===== src/rtl/sdr_ctl_pkg.sv =====
package sdr_ctl_pkg;
  typedef enum logic [1:0] {
    CMD_NOP  = 2'b00,
    CMD_LOAD = 2'b01,
    CMD_RD   = 2'b10,
    CMD_WR   = 2'b11
  } sdr_cmd_e;

  typedef struct packed {
    logic [1:0] bl_code;
    logic       bt_il;
    logic [1:0] lat;
  } mode_t;

  localparam int unsigned MODE_W  = 9;
  localparam int unsigned LAT_MAX = 3;

  function automatic logic mode_ok(logic [MODE_W-1:0] f);
    return !f[2] && (f[6:4] == 3'd2 || f[6:4] == 3'd3) && (f[8:7] == 2'b00);
  endfunction

  function automatic mode_t mode_dec(logic [MODE_W-1:0] f);
    mode_t m;
    m.bl_code = f[1:0];
    m.bt_il   = f[3];
    m.lat     = f[5:4];
    return m;
  endfunction
endpackage


===== src/rtl/sdr_mode_reg.sv =====
module sdr_mode_reg
  import sdr_ctl_pkg::*;
(
  input  logic              clk_i,
  input  logic              rst_ni,
  input  sdr_cmd_e          cmd_i,
  input  logic [MODE_W-1:0] field_i,
  output mode_t             mode_o,
  output logic              loaded_o,
  output logic              mode_err_o,
  output logic              cmd_err_o
);
  mode_t mode_q;
  logic  loaded_q, mode_err_q, cmd_err_q;
  logic  acc_cmd;

  assign acc_cmd = (cmd_i == CMD_RD) || (cmd_i == CMD_WR);

  always_ff @(posedge clk_i or negedge rst_ni) begin
    if (!rst_ni) begin
      mode_q     <= '{bl_code: 2'd0, bt_il: 1'b0, lat: 2'd2};
      loaded_q   <= 1'b0;
      mode_err_q <= 1'b0;
      cmd_err_q  <= 1'b0;
    end else begin
      if (cmd_i == CMD_LOAD) begin
        if (mode_ok(field_i)) begin
          mode_q     <= mode_dec(field_i);
          loaded_q   <= 1'b1;
          mode_err_q <= 1'b0;
        end else begin
          mode_err_q <= 1'b1;
        end
      end
      if (acc_cmd && !loaded_q) cmd_err_q <= 1'b1;
    end
  end

  assign mode_o     = mode_q;
  assign loaded_o   = loaded_q;
  assign mode_err_o = mode_err_q;
  assign cmd_err_o  = cmd_err_q;
endmodule


===== src/rtl/sdr_burst_seq.sv =====
module sdr_burst_seq #(
  parameter int unsigned COL_W = 8
) (
  input  logic             clk_i,
  input  logic             rst_ni,
  input  logic             start_i,
  input  logic             start_wr_i,
  input  logic [COL_W-1:0] col_i,
  input  logic [1:0]       bl_code_i,
  input  logic             bt_il_i,
  output logic [COL_W-1:0] col_o,
  output logic             rd_o,
  output logic             wr_o
);
  localparam int unsigned KW = 3;

  logic             act_q, wr_q, il_q;
  logic [KW-1:0]    k_q, mask_q, mask_d, low;
  logic [COL_W-1:0] base_q;

  always_comb begin
    unique case (bl_code_i)
      2'd0:    mask_d = 3'b000;
      2'd1:    mask_d = 3'b001;
      2'd2:    mask_d = 3'b011;
      default: mask_d = 3'b111;
    endcase
  end

  always_ff @(posedge clk_i or negedge rst_ni) begin
    if (!rst_ni) begin
      act_q  <= 1'b0;
      wr_q   <= 1'b0;
      il_q   <= 1'b0;
      k_q    <= '0;
      mask_q <= '0;
      base_q <= '0;
    end else if (start_i) begin
      act_q  <= 1'b1;
      wr_q   <= start_wr_i;
      il_q   <= bt_il_i;
      k_q    <= '0;
      mask_q <= mask_d;
      base_q <= col_i;
    end else if (act_q) begin
      if (k_q == mask_q) act_q <= 1'b0;
      else               k_q   <= k_q + 1'b1;
    end
  end

  // low bits wrap inside the burst-aligned block
  assign low   = il_q ? (base_q[KW-1:0] ^ k_q) : (base_q[KW-1:0] + k_q);
  assign col_o = {base_q[COL_W-1:KW], (base_q[KW-1:0] & ~mask_q) | (low & mask_q)};
  assign rd_o  = act_q & ~wr_q;
  assign wr_o  = act_q &  wr_q;
endmodule


===== src/rtl/sdr_rd_pipe.sv =====
module sdr_rd_pipe #(
  parameter int unsigned DQ_W    = 16,
  parameter int unsigned LAT_MAX = 3
) (
  input  logic            clk_i,
  input  logic            rst_ni,
  input  logic            vld_i,
  input  logic [DQ_W-1:0] data_i,
  input  logic [1:0]      lat_i,
  output logic [DQ_W-1:0] dq_o,
  output logic            oe_o
);
  logic [LAT_MAX-1:0] vld_q;
  logic [DQ_W-1:0]    data_q [LAT_MAX];
  logic [1:0]         tap, lead;

  for (genvar g = 0; g < LAT_MAX; g++) begin : g_stg
    if (g == 0) begin : g_head
      always_ff @(posedge clk_i or negedge rst_ni) begin
        if (!rst_ni) begin
          vld_q[0]  <= 1'b0;
          data_q[0] <= '0;
        end else begin
          vld_q[0]  <= vld_i;
          data_q[0] <= data_i;
        end
      end
    end else begin : g_body
      always_ff @(posedge clk_i or negedge rst_ni) begin
        if (!rst_ni) begin
          vld_q[g]  <= 1'b0;
          data_q[g] <= '0;
        end else begin
          vld_q[g]  <= vld_q[g-1];
          data_q[g] <= data_q[g-1];
        end
      end
    end
  end

  assign tap  = lat_i - 2'd1;
  assign lead = lat_i - 2'd2;

  // enable leads the data tap by one stage
  always_comb begin
    dq_o = '0;
    oe_o = 1'b0;
    for (int i = 0; i < LAT_MAX; i++) begin
      if (2'(i) == tap && vld_q[i]) dq_o = data_q[i];
      if ((2'(i) == tap || 2'(i) == lead) && vld_q[i]) oe_o = 1'b1;
    end
  end
endmodule


===== src/rtl/sdr_mode_lat_ctl.sv =====
module sdr_mode_lat_ctl
  import sdr_ctl_pkg::*;
#(
  parameter int unsigned COL_W  = 8,
  parameter int unsigned DQ_W   = 16,
  parameter int unsigned ADDR_W = (COL_W > MODE_W) ? COL_W : MODE_W
) (
  input  logic              clk_i,
  input  logic              rst_ni,
  input  logic [1:0]        cmd_i,
  input  logic [ADDR_W-1:0] addr_i,
  input  logic [DQ_W-1:0]   dq_i,
  output logic [DQ_W-1:0]   dq_o,
  output logic              dq_oe_o,
  output logic [COL_W-1:0]  arr_col_o,
  output logic              arr_rd_o,
  output logic              arr_we_o,
  output logic [DQ_W-1:0]   arr_wdata_o,
  input  logic [DQ_W-1:0]   arr_rdata_i,
  output logic              mode_err_o,
  output logic              cmd_err_o
);
  sdr_cmd_e cmd;
  mode_t    mode;
  logic     loaded, start, rd, wr;

  assign cmd   = sdr_cmd_e'(cmd_i);
  assign start = loaded && (cmd == CMD_RD || cmd == CMD_WR);

  sdr_mode_reg u_mode (
    .clk_i      (clk_i),
    .rst_ni     (rst_ni),
    .cmd_i      (cmd),
    .field_i    (addr_i[MODE_W-1:0]),
    .mode_o     (mode),
    .loaded_o   (loaded),
    .mode_err_o (mode_err_o),
    .cmd_err_o  (cmd_err_o)
  );

  sdr_burst_seq #(.COL_W(COL_W)) u_seq (
    .clk_i      (clk_i),
    .rst_ni     (rst_ni),
    .start_i    (start),
    .start_wr_i (cmd == CMD_WR),
    .col_i      (addr_i[COL_W-1:0]),
    .bl_code_i  (mode.bl_code),
    .bt_il_i    (mode.bt_il),
    .col_o      (arr_col_o),
    .rd_o       (rd),
    .wr_o       (wr)
  );

  sdr_rd_pipe #(.DQ_W(DQ_W), .LAT_MAX(LAT_MAX)) u_pipe (
    .clk_i  (clk_i),
    .rst_ni (rst_ni),
    .vld_i  (rd),
    .data_i (arr_rdata_i),
    .lat_i  (mode.lat),
    .dq_o   (dq_o),
    .oe_o   (dq_oe_o)
  );

  assign arr_rd_o    = rd;
  assign arr_we_o    = wr;
  assign arr_wdata_o = wr ? dq_i : '0;
endmodule


===== config.mk =====
export PLATFORM = sky130hd
export DESIGN_NAME = sdr_mode_lat_ctl
export DESIGN_NICKNAME = d
export VERILOG_FILES = /design/src/rtl/sdr_ctl_pkg.sv /design/src/rtl/sdr_mode_reg.sv /design/src/rtl/sdr_burst_seq.sv /design/src/rtl/sdr_rd_pipe.sv /design/src/rtl/sdr_mode_lat_ctl.sv
export SDC_FILE = /design/constraint.sdc
export NUM_CORES = 1
export LEC_CHECK = 0
export ABC_AREA = 1
export BUFFER_PORTS_ARGS = -buffer_cell sky130_fd_sc_hd__buf_2
export CAP_MARGIN = 10
export CORE_UTILIZATION = 55
export CTS_BUF_LIST = sky130_fd_sc_hd__clkbuf_16
export DETAILED_ROUTE_END_ITERATION = 12
export GPL_TIMING_DRIVEN = 0
export HOLD_SLACK_MARGIN = 0.12
export MAX_ROUTING_LAYER = met4
export PLACE_DENSITY = 0.95
export SLEW_MARGIN = 20
export SYNTH_ARGS = -nofsm -noshare
export SYNTH_HDL_FRONTEND = slang
export SYNTH_SLANG_ARGS = --single-unit

===== constraint.sdc =====
create_clock -name clk_i -period 5.15 [get_ports clk_i]
set_clock_uncertainty 0.05 [all_clocks]
set_input_delay 1.03 -clock clk_i [delete_from_list [all_inputs] [get_ports clk_i]]
set_output_delay 1.03 -clock clk_i [all_outputs]
set_load 0.005 [all_outputs]

==> impl_metrics.env <==
export IMPL_core_rowCount=26
export IMPL_num_fill_cells=366
export IMPL_pin_count=90
export IMPL_clkSlewWorstSetupHoldPaths_ns=0.06
export IMPL_clockBufferDepth=2
export IMPL_p_int_uw=1182
export IMPL_avgViaCountPerCell=5.054
export IMPL_syn_instance_count=303
export IMPL_synthesis_nets=355
export IMPL_hold_viol=0
export IMPL_yosys_area_top_type="dfrtp_1"
export IMPL_final_setup_tns_ns=0
export IMPL_switchingPower_uw=432.4
export IMPL_worstPathMaxFanout=10
export IMPL_sw_frac_of_total_pct=26.79
export IMPL_hpwl_mm=4.627
export IMPL_grt_ovfl_total=0
export IMPL_gp_congestion=0.8470
export IMPL_finalNetCount=456
export IMPL_layout_drive_gt1_share_pct=29.83
export IMPL_multiInputGateArea_sq_um=882.1
export IMPL_grt_total_usage_pct=25.97
export IMPL_start_kind="register"
export IMPL_slew_headroom_pct=65.15
export IMPL_core_sq_mm=0.005205
export IMPL_cp_end_kind="primary output"
export IMPL_cts_made_buffers=9
export IMPL_first_global_vias=2473
export IMPL_crit_required_ns=4.07
export IMPL_syn_mean_instance_area_sq_um=10.01
export IMPL_p_clk_share_pct=40.7
export IMPL_seq_area_frac_synth_pct=62.72
export IMPL_antenna_found_initial=0
export IMPL_die_x_um=76.28
export IMPL_grt_pass1_wl_mm=11.37
export IMPL_yosysWarnings=0
export IMPL_period_needed_ns=3.129
export IMPL_clock_sinks=76
export IMPL_grt_max_degree=61
export IMPL_syn2layout_area_growth_pct=28.99
export IMPL_post_route_util_pct=75.19
export IMPL_layout_commonest_cell="buf_2"
export IMPL_synth_top_area_share_pct=61.86
export IMPL_holdWs_ns=0.3207
export IMPL_dp_slack_ns=2.451
export IMPL_dieArea_sq_mm=0.005818
export IMPL_max_freq_mhz=319.5
export IMPL_h_tree_depth=3
export IMPL_critPathBufInv=3
export IMPL_critPathArrivalTime_ns=2.05
export IMPL_min_period_over_period_pct=60.77
export IMPL_grt_setup_unrepaired="false"
export IMPL_timing_critical_path_cells="inv_1 > ha_1 > nand2_2 > buf_1 > nand4_1 > a31oi_1 > buf_2"
export IMPL_die_h_um=76.28
export IMPL_ctsResizeCount=0
export IMPL_diodes=0
export IMPL_p_leak_uw=0.002084
export IMPL_remaining_drc_errors=0
export IMPL_crit_family="buffers and inverters"
export IMPL_insertion_delay_ns=0.33
export IMPL_detail_route_wl_per_cell_um=13.83
export IMPL_slowest_delay_ns=0.41
export IMPL_io_buffers=89
export IMPL_yosys_cell_types_count=27
export IMPL_worstSetupPathType="register to primary output"
export IMPL_layout_common_cells="92 x buf_2, 75 x dfrtp_1, 56 x nand2_1, 39 x inv_1, 36 x nor2_1"
export IMPL_place_area_sq_mm=0.003597
export IMPL_drv_cap=0
export IMPL_register_area_sq_mm=0.001903
export IMPL_setup_violations=0
export IMPL_worst_slew_pin_slew_ns=0.5228
export IMPL_synth_seq_cells=76
export IMPL_setup_slack_ns=2.021
export IMPL_syn_cell_area_sq_mm=0.003034
export IMPL_cts_setup_buffers=0
export IMPL_netlist_top_cells_area="dfrtp_1 62%, nand2_1 6.9%, inv_1 4.7%"
export IMPL_hold_class="register to register"
export IMPL_dr_total_vias=2421
export IMPL_initial_utilization_pct=58.29
export IMPL_power_frac_comb_pct=17.0
export IMPL_cts_tree="built"
export IMPL_drt_wl_total_mm=6.626
export IMPL_vdd_drop_max_uv=231.4
export IMPL_clock_root_buffer="clkbuf_16"
export IMPL_finalMaxSlewViolations=0
export IMPL_final_cell_area_sq_mm=0.003914
export IMPL_crit_slowest_cell="dfrtp_1"
export IMPL_drt_iter0_markers=146
export IMPL_cts_hold_buffers=0
export IMPL_status="finished, final reports clean"
export IMPL_seqPwrFrac_pct=42.3
export IMPL_drt_pass1_iter_count=4
export IMPL_ant_nets=0
export IMPL_power_density_mw_per_mm2=412.4
[Yosys cell counts, drive strengths merged]
cell type	instances
mux2	1
o21ai	20
buf	13
clkbuf	5
inv	38
ha	6
nand2	57
dfrtp	75
o211ai	1
xor2	1
nand3	4
nand4	20
xnor2	2
dfstp	1
nor2	36
a21o	1
fa	1
a21oi	2
or2	2
clkinv	1
a31oi	16
[power by group through the flow]
stage	sequential, uW	combinational (uW)	clock [uW]
6_report	682	275	657
5_1_grt	688	314	696
4_1_cts	681	277	665
3_5_place_dp	691	274	0
3_3_place_gp	686	258	0
2_1_floorplan	680	158	0
[through the flow]
step | instances | power [uW]
after floorplan | 303 | 837.9
after global placement | 462 | 944.5
after detailed placement | 463 | 964.3
after CTS | 479 | 1624
after global routing | 479 | 1698
final | 479 | 1614
[logic make-up (layout without fill, tap and decap cells)]
group | Yosys count | in the layout | share of synthesized area [%]
compound gates | 40 | 40 | 7.918
xor+xnor | 3 | 3 | 0.8661
fa+ha+maj | 7 | 7 | 3.134
buf+inv | 57 | 163 | 8.206
flops | 76 | 76 | 62.72
mux | 1 | 1 | 0.3711
simple gates | 119 | 119 | 16.78
[per-layer routing]
| metal | global-route usage (%) | up-vias | part of all wire, % |
|---|---|---|---|
| met3 | 4.790 | 12 | 3.6 |
| met5 | - | - | 0 |
| met1 | 30.51 | 1162 | 41 |
| li1 | - | 1178 | - |
| met4 | 10.96 | 0 | 1.8 |
| met2 | 43.96 | 69 | 54 |
[area by class of cell]
cell class,count,share of cell area [%]
plain buffers,18,2.621
well taps,70,2.238
clock inverters,7,2.334
inverters,39,3.740
flip-flops and latches,76,48.63
clock buffers,9,5.754
repair buffers,90,12.15
multi-input cells,170,22.54
[worst paths after layout]
path                              startpoint                end  slack [ns]  depth (start not counted)
setup / recovery            u_mode.mode_o[0]            dq_o[4]        2.02                          7
hold / removal             u_pipe.data_q[31]  u_pipe.data_q[15]        0.32                          0
setup reg to reg             u_mode.loaded_o    u_seq.base_q[4]        3.87                          3
hold reg to reg            u_pipe.data_q[31]  u_pipe.data_q[15]        0.32                          0
max in group asynchronous             rst_ni   u_mode.mode_o[1]        3.94                          2
min in group asynchronous             rst_ni  u_pipe.data_q[42]        0.52                          1
[registers in the layout, summed over array words and instances, names as in the netlist, 3 cells and up]
| signal | flops |
|---|---|
| u_pipe.data_q | 48 |
| u_seq.base_q | 8 |
| u_mode.mode_o | 5 |
| u_pipe.vld_q | 3 |
| u_seq.mask_q | 3 |
| u_seq.k_q | 3 |
(Power assumes the default switching activity.)
